File: config.mk
export PLATFORM = sky130hd
export DESIGN_NAME = irq_pend_en_regs
export DESIGN_NICKNAME = d
export VERILOG_FILES = /design/src/rtl/irq_pend_en_regs.sv
export SDC_FILE = /design/constraint.sdc
export NUM_CORES = 1
export LEC_CHECK = 0
export BUFFER_PORTS_ARGS = -buffer_cell sky130_fd_sc_hd__clkbuf_2
export CAP_MARGIN = 20
export CELL_PAD_IN_SITES_DETAIL_PLACEMENT = 1
export CELL_PAD_IN_SITES_GLOBAL_PLACEMENT = 1
export CORE_UTILIZATION = 21
export DETAILED_ROUTE_END_ITERATION = 8
export GPL_TIMING_DRIVEN = 0
export PLACE_DENSITY_LB_ADDON = 0.1
export SETUP_SLACK_MARGIN = 0.3
export SLEW_MARGIN = 10
export SYNTH_ARGS = -nofsm -noshare
export SYNTH_HDL_FRONTEND = slang
export SYNTH_SLANG_ARGS = --single-unit
File: constraint.sdc
create_clock -name clk -period 6.4 [get_ports clk]
set_clock_uncertainty 0.05 [all_clocks]
set_input_delay 1.28 -clock clk [delete_from_list [all_inputs] [get_ports clk]]
set_output_delay 1.28 -clock clk [all_outputs]
set_load 0.01 [all_outputs]
File: src/rtl/irq_pend_en_regs.sv
module irq_pend_en_regs #(
  parameter int XLEN = 32,
  parameter int NOVF = 4,
  parameter logic [11:0] A_MIP = 12'h344,
  parameter logic [11:0] A_MIE = 12'h304,
  parameter logic [11:0] A_SIP = 12'h144,
  parameter logic [11:0] A_SIE = 12'h104
) (
  input  logic            clk,
  input  logic            rst_n,
  input  logic            csr_en,
  input  logic [11:0]     csr_addr,
  input  logic [1:0]      csr_op,
  input  logic [XLEN-1:0] csr_wdata,
  output logic [XLEN-1:0] csr_rdata,
  input  logic [XLEN-1:0] deleg,
  input  logic            m_ext_irq,
  input  logic            m_tmr_irq,
  input  logic            m_sw_irq,
  input  logic            s_ext_ctrl,
  input  logic            s_sw_set,
  input  logic [NOVF-1:0] ovf_flags,
  output logic [XLEN-1:0] m_pending,
  output logic [XLEN-1:0] m_enable
);
  localparam int B_SSI = 1, B_MSI = 3, B_STI = 5, B_MTI = 7;
  localparam int B_SEI = 9, B_MEI = 11, B_OVF = 13;
  localparam logic [1:0] OP_RD = 2'd0, OP_WR = 2'd1, OP_SET = 2'd2, OP_CLR = 2'd3;
  localparam logic [XLEN-1:0] ONE = XLEN'(1);
  localparam logic [XLEN-1:0] SW_MASK = (ONE << B_SSI) | (ONE << B_STI) | (ONE << B_SEI) | (ONE << B_OVF);
  localparam logic [XLEN-1:0] EN_MASK = SW_MASK | (ONE << B_MSI) | (ONE << B_MTI) | (ONE << B_MEI);

  function automatic logic [XLEN-1:0] apply_op(input logic [XLEN-1:0] b, input logic [XLEN-1:0] w,
                                               input logic [1:0] op);
    case (op)
      OP_WR:   apply_op = w;
      OP_SET:  apply_op = b | w;
      OP_CLR:  apply_op = b & ~w;
      default: apply_op = b;
    endcase
  endfunction

  logic [XLEN-1:0] pend_q, en_q, pend_nx, en_nx, hw_view, hw_set;
  logic [XLEN-1:0] sp_mask, se_mask;
  logic hit_mip, hit_mie, hit_sip, hit_sie;

  assign hit_mip = csr_en && csr_addr == A_MIP;
  assign hit_mie = csr_en && csr_addr == A_MIE;
  assign hit_sip = csr_en && csr_addr == A_SIP;
  assign hit_sie = csr_en && csr_addr == A_SIE;

  assign hw_view = (XLEN'(m_sw_irq) << B_MSI) | (XLEN'(m_tmr_irq) << B_MTI) |
                   (XLEN'(m_ext_irq) << B_MEI) | (XLEN'(s_ext_ctrl) << B_SEI);
  assign hw_set  = (XLEN'(s_sw_set) << B_SSI) | (XLEN'(|ovf_flags) << B_OVF);

  assign m_pending = pend_q | hw_view;
  assign m_enable  = en_q;

  assign sp_mask = SW_MASK & deleg;
  assign se_mask = EN_MASK & deleg;

  always_comb begin
    csr_rdata = '0;
    if (hit_mip) csr_rdata = m_pending;
    if (hit_mie) csr_rdata = en_q;
    if (hit_sip) csr_rdata = m_pending & deleg;
    if (hit_sie) csr_rdata = en_q & deleg;
  end

  always_comb begin
    pend_nx = pend_q;
    en_nx   = en_q;
    if (hit_mip) pend_nx = apply_op(pend_q, csr_wdata, csr_op) & SW_MASK;
    if (hit_sip) pend_nx = (pend_q & ~sp_mask) | (apply_op(pend_q, csr_wdata, csr_op) & sp_mask);
    if (hit_mie) en_nx = apply_op(en_q, csr_wdata, csr_op) & EN_MASK;
    if (hit_sie) en_nx = (en_q & ~se_mask) | (apply_op(en_q, csr_wdata, csr_op) & se_mask);
    pend_nx = pend_nx | hw_set;
  end

  always_ff @(posedge clk or negedge rst_n) begin
    if (!rst_n) begin
      pend_q <= '0;
      en_q   <= '0;
    end else begin
      pend_q <= pend_nx;
      en_q   <= en_nx;
    end
  end

  p_en_write_r3: assert property (@(posedge clk) disable iff (!rst_n)
    (csr_en && csr_addr == A_MIE && csr_op == OP_WR) |=> m_enable == ($past(csr_wdata) & EN_MASK));

  p_sti_clear_r2: assert property (@(posedge clk) disable iff (!rst_n)
    (csr_en && csr_addr == A_MIP && csr_op == OP_CLR && csr_wdata[B_STI]) |=> !m_pending[B_STI]);

  p_sei_plain_r5: assert property (@(posedge clk) disable iff (!rst_n)
    (csr_en && csr_addr == A_MIP && csr_op == OP_WR && !csr_wdata[B_SEI]) |=> m_pending[B_SEI] == s_ext_ctrl);

  p_ssi_hw_r6: assert property (@(posedge clk) disable iff (!rst_n)
    s_sw_set |=> m_pending[B_SSI]);

  p_ovf_hw_r7: assert property (@(posedge clk) disable iff (!rst_n)
    (|ovf_flags) |=> m_pending[B_OVF]);

  p_sie_mask_r8: assert property (@(posedge clk) disable iff (!rst_n)
    (csr_en && csr_addr == A_SIE) |=> (m_enable & ~$past(deleg)) == ($past(m_enable) & ~$past(deleg)));

  p_idle_hold_r9: assert property (@(posedge clk) disable iff (!rst_n)
    (!csr_en || csr_op == OP_RD) |=> $stable(m_enable));
endmodule

* Word-level counts from Yosys, hierarchy flattened *
Cells that the tools add are included.
W data, S select, Z words.

word-level totals
  register bits after elaboration = 64
  bits of input ports = 90
  output and inout bits = 96
  logic and storage cells = 48

operators by class
  equality and inequality tests = 7
  mux-type cells = 12
  bitwise logic cells = 21
  reductions and logical operators = 6

operators with widths
  operator                count
  $mux W32                10
  $and A32 B32 Y32        6
  $pmux W32 S3            2
  $or A32 B32 Y32         4
  $and A32 B14 Y32        2
  $not A14 Y32            2
  $not A32 Y32            1
  $or A32 B12 Y32         1
  $or A32 B14 Y32         1
  $eq A12 B10 Y1 const B  2
  $eq A12 B9 Y1 const B   2
  $or A2 B14 Y14          1
  $or A12 B10 Y12         1
  $or A8 B12 Y12          1
  $or A4 B8 Y8            1
  $eq A2 B2 Y1 const B    2
  $logic_and A1 B1 Y1     4
  $reduce_or A4 Y1        1
  $eq A2 B1 Y1 const B    1
  $reduce_bool A2 Y1      1

* Longest topological paths before layout *
  depth in word-level cells = 8
  mapped depth = 6

* Worst setup path before layout *
No wires, ideal clock.

  path type = input-to-output
  start point = input port csr_addr[3]
  end point = output port csr_rdata[1]
  data arrival time = 2,672 ps
  data required time = 5,070 ps
  path slack = 2,398 ps
  stages = 4
  cell sequence = or4b_1 or3_1 buf_6 nor3_1

on the way
  word-level cells in the longest chain between the ends = 6
  elaborated cells between the ends (all ways) = 12
  classes of those cells = eq/ne: 4; mux: 4; reduce/logical: 4

RTL lines
  element              RTL line  text
  start: declaration   12        input logic [11:0] csr_addr,
  $eq A12 B10 Y1       47        assign hit_mip = csr_en && csr_addr == A_MIP;
  $logic_and A1 B1 Y1  47
  $mux W32             64        if (hit_mip) csr_rdata = m_pending;
  $mux W32             65        if (hit_mie) csr_rdata = en_q;
  $mux W32             66        if (hit_sip) csr_rdata = m_pending & deleg;
  $mux W32 *           67        if (hit_sie) csr_rdata = en_q & deleg;
  end: declaration     15        output logic [XLEN-1:0] csr_rdata,

Every way passes the cells marked *; elsewhere a longest branch is shown, timed or not.

* Worst setup path after layout *
  start point = input port csr_addr[3]
  end point = output port csr_rdata[13]

The elaborated chain is that of the path after synthesis.

==> impl_metrics.csv <==
group,metric,value,unit
synthesis,syn-cell-area,1460,sq um
routing,wl,4190,um
synthesis,ys_top_cells_by_count,"81 x buf_4, 11 x dfrtp_1, 8 x a31oi_1",
setup_path,worstSetupPathType,"input port to primary output",
routing,vias,1421,
routing,first_pass_iters,4,
setup_path,rrSetupSlack,5.60,ns
synthesis,synthFlopType,"dfrtp_1",
floorplan,fp.dieArea,7310,sq um
global_route,globalRouteMet1Util,0.117,
worst_hold_path,holdPathStages,2,
floorplan,initial_core_util,0.217,
routing,vias_per_cell,3.63,
setup_path,required,5.07,ns
cells_and_area,final_area,2180,sq um
timing,post-route-period-util,0.687,
clock_tree,insertion_delay,0.24,ns
global_route,grt_pass1_vias,1348,
power,ir_worst_vdd,0.0000360,V
clock_tree,cts_made_buffers,3,
worst_hold_path,holdCritPathClass,"register to register",
routing,post_drt_wl_per_cell,10.7,um
global_route,groute.usage.overall,0.107,
synthesis,async_flop_share,1.00,
floorplan,dieWidth,85.5,um
routing,drtAntennaViolNets,0,
synthesis,synth.distinct_cells,35,
power,power,0.000240,W
cells_and_area,multi_input_area,828,sq um
clock_tree,cts_root_buf,"clkbuf_8",
setup_path,crit_top_cell,"clkbuf_2",
timing,max_slew_margin,0.433,
setup_path,critPathBufInv,2,
cells_and_area,fillers,866,
setup_path,r2r.worst_path.cells,2,
setup_path,crit_slowest_cell,"nor3_1",
setup_path,r2r_end,"m_enable[7]",
place,portBuffers,58,
setup_path,rr_startpoint,"m_enable[7]",
power,power.density,110,nW/um^2
routing,drc,0,
floorplan,die-height,85.5,um
clock_tree,ctsHtreeMaxLevel,1,
cells_and_area,regArea,275,sq um
worst_hold_path,holdPathEnd,"pend_q[13]",
floorplan,core,6760,sq um
power,power_frac_comb,0.403,
timing,fin_setup_tns,0,ns
clock_tree,path_clk_slew,0.06,ns
timing,rsz0062_at_grt,"no",
place,gp_congestion,0.683,
cells_and_area,area_delta_synth_final,48.7,%
clock_tree,postCtsSetupRepairBufs,0,
power,clkPwrFrac,0.304,
cells_and_area,fin_nets,403,
global_route,grt_max_degree,12,
setup_path,crit_path_cell_trace,"clkbuf_2 -> or4b_1 -> nor3_1 -> and3_1 -> clkbuf_2",
global_route,grt_use_met3,0.0269,
setup_path,crit_fanout,7,
power,switchingPower,0.0000761,W
synthesis,yosysMostFrequentCell,"buf_4",
cells_and_area,diodes,0,
synthesis,syn_area_per_cell,8.32,sq um
power,cell_internal_pwr,0.000163,W
synthesis,synth_top_area_cell,"buf_4",
synthesis,synth_area_leaders,"buf_4 42%, dfrtp_1 19%, a31oi_1 3.4%",
clock_tree,clock_path_buffers,2,
timing,setup_viol,0,
global_route,gr-usage-met2,0.205,
timing,tightestPinTransition,0.843,ns
global_route,grt-busiest-layer,"met2",
synthesis,yosysSeqAreaShare,0.188,
run_status,outcome,"finished, final reports clean",
setup_path,slowest_delay,0.72,ns
worst_hold_path,worstHoldStart,"pend_q[13]",
global_route,antenna_found_initial,0,
clock_tree,postCtsResizedCells,0,
floorplan,io_pins,186,
power,pwr-share-seq,0.293,
synthesis,yosysWarnings,0,
setup_path,cp-start-kind,"input port",
timing,clock.fmax,227,MHz
synthesis,synth_top_area_frac,0.415,
setup_path,end_kind,"primary output",
cells_and_area,drive_gt1_frac,0.500,
power,p_sw_frac,0.318,
floorplan,row_count,30,
global_route,grt_pass1_wl,6200,um
synthesis,synthCells,176,
timing,period_needed,4.40,ns
timing,slew_violations,0,
setup_path,crit_family,"simple AND/OR/NAND/NOR gates",
power,p_leak,1.30,nW
place,post_dp_cell_area,2130,sq um
global_route,overflow,0,
routing,drtIter0Drc,44,
timing,hold_viol,0,
setup_path,critPathArrivalTime,3.07,ns
clock_tree,cts.sinks,11,
place,hpwl,3510,um
synthesis,synth_edf_count,0,
synthesis,ys_ff_latch,11,
run,max_cap_violations,0,
clock_tree,holdBufCountCts,0,
clock_tree,cts_tree,"yes",
## flip-flops by register name, summed over array words and instances (netlist names)
name / count
pend_q: 4
m_enable: 7
## logic make-up after synthesis
family | after synthesis | synth area share
AND/OR/NAND/NOR | 35 | 0.156
multiplexers | 9 | 0.0650
XOR/XNOR | 8 | 0.0479
other | 1 | 0.00256
flip-flops | 11 | 0.188
AO/OA/AOI/OAI | 25 | 0.105
buffers and inverters | 87 | 0.436
## metrics by stage
| stage | hold WS, ns | setup slack [ns] | utilization | std cells |
|---|---|---|---|---|
| 2_1_floorplan | 0.437 | 2.40 | - | 250 |
| 3_3_place_gp | 0.479 | 1.99 | 0.316 | 388 |
| 3_5_place_dp | 0.490 | 1.96 | 0.316 | 388 |
| 4_1_cts | 0.505 | 1.96 | 0.322 | 392 |
| 5_1_grt | 0.527 | 1.89 | 0.322 | 392 |
| 6_report | 0.499 | 2.00 | 0.322 | 392 |
## worst register-to-register path, cell delays in order, from the launching register on
cell	delay (ns)
dfrtp_1	0.39
a31oi_1	0.16
a31oi_1	0.06
## layer usage
layer | vias up | wire length, um
met3 | 2 | 351
met2 | 67 | 2170
met1 | 639 | 1650
li1 | 713 | -
met4 | 0 | 19
met5 | - | 0
## worst max path at each step
stage / start / to / slack, ns / cells past startpoint
finish: csr_addr[3] / csr_rdata[13] / 2.00 / 5
floorplan: csr_addr[3] / csr_rdata[1] / 2.40 / 4
global placement: csr_addr[3] / csr_rdata[13] / 1.99 / 5
detailed placement: csr_addr[3] / csr_rdata[13] / 1.96 / 5
CTS: csr_addr[3] / csr_rdata[13] / 1.96 / 5
global route: csr_addr[3] / csr_rdata[13] / 1.89 / 5
## placed cells by master (no fill, tap or decap), drive strengths merged
cell | synthesis | layout
a21oi | 7 | 7
a31oi | 8 | 8
a41oi | 1 | 1
and3 | 4 | 4
buf | 84 | 84
clkbuf | 2 | 64
conb | 1 | 75
dfrtp | 11 | 11
inv | 1 | 1
mux2 | 4 | 4
mux2i | 5 | 5
nand2 | 1 | 1
nand3 | 1 | 1
nand4 | 2 | 2
nor2 | 6 | 6
nor2b | 3 | 3
nor3 | 5 | 5
nor3b | 2 | 2
nor4 | 2 | 2
o211ai | 2 | 2
o21a | 1 | 1
o21ai | 3 | 3
o21bai | 1 | 1
o31ai | 2 | 2
or2 | 5 | 5
or3 | 1 | 1
or3b | 1 | 1
or4b | 2 | 2
xnor2 | 4 | 4
xor2 | 4 | 4
## area by class of cell
class,instances,area share
multi-input combinational,152,0.380
clock buffer,4,0.0207
timing repair buffer,58,0.133
tap,80,0.0460
sequential,11,0.126
buffer,86,0.291
inverter,1,0.00172
## power by group through the flow
| stage | Combinational (W) | Sequential [W] | Clock (W) |
|---|---|---|---|
| after floorplan | 0.0000741 | 0.0000714 | 0 |
| after detailed placement | 0.0000944 | 0.0000713 | 0 |
| after global routing | 0.000106 | 0.0000701 | 0.0000786 |
| after CTS | 0.0000947 | 0.0000701 | 0.0000746 |
| final | 0.0000966 | 0.0000701 | 0.0000729 |
| after global placement | 0.0000937 | 0.0000713 | 0 |
Note: power is estimated with default switching activity, not from simulation.
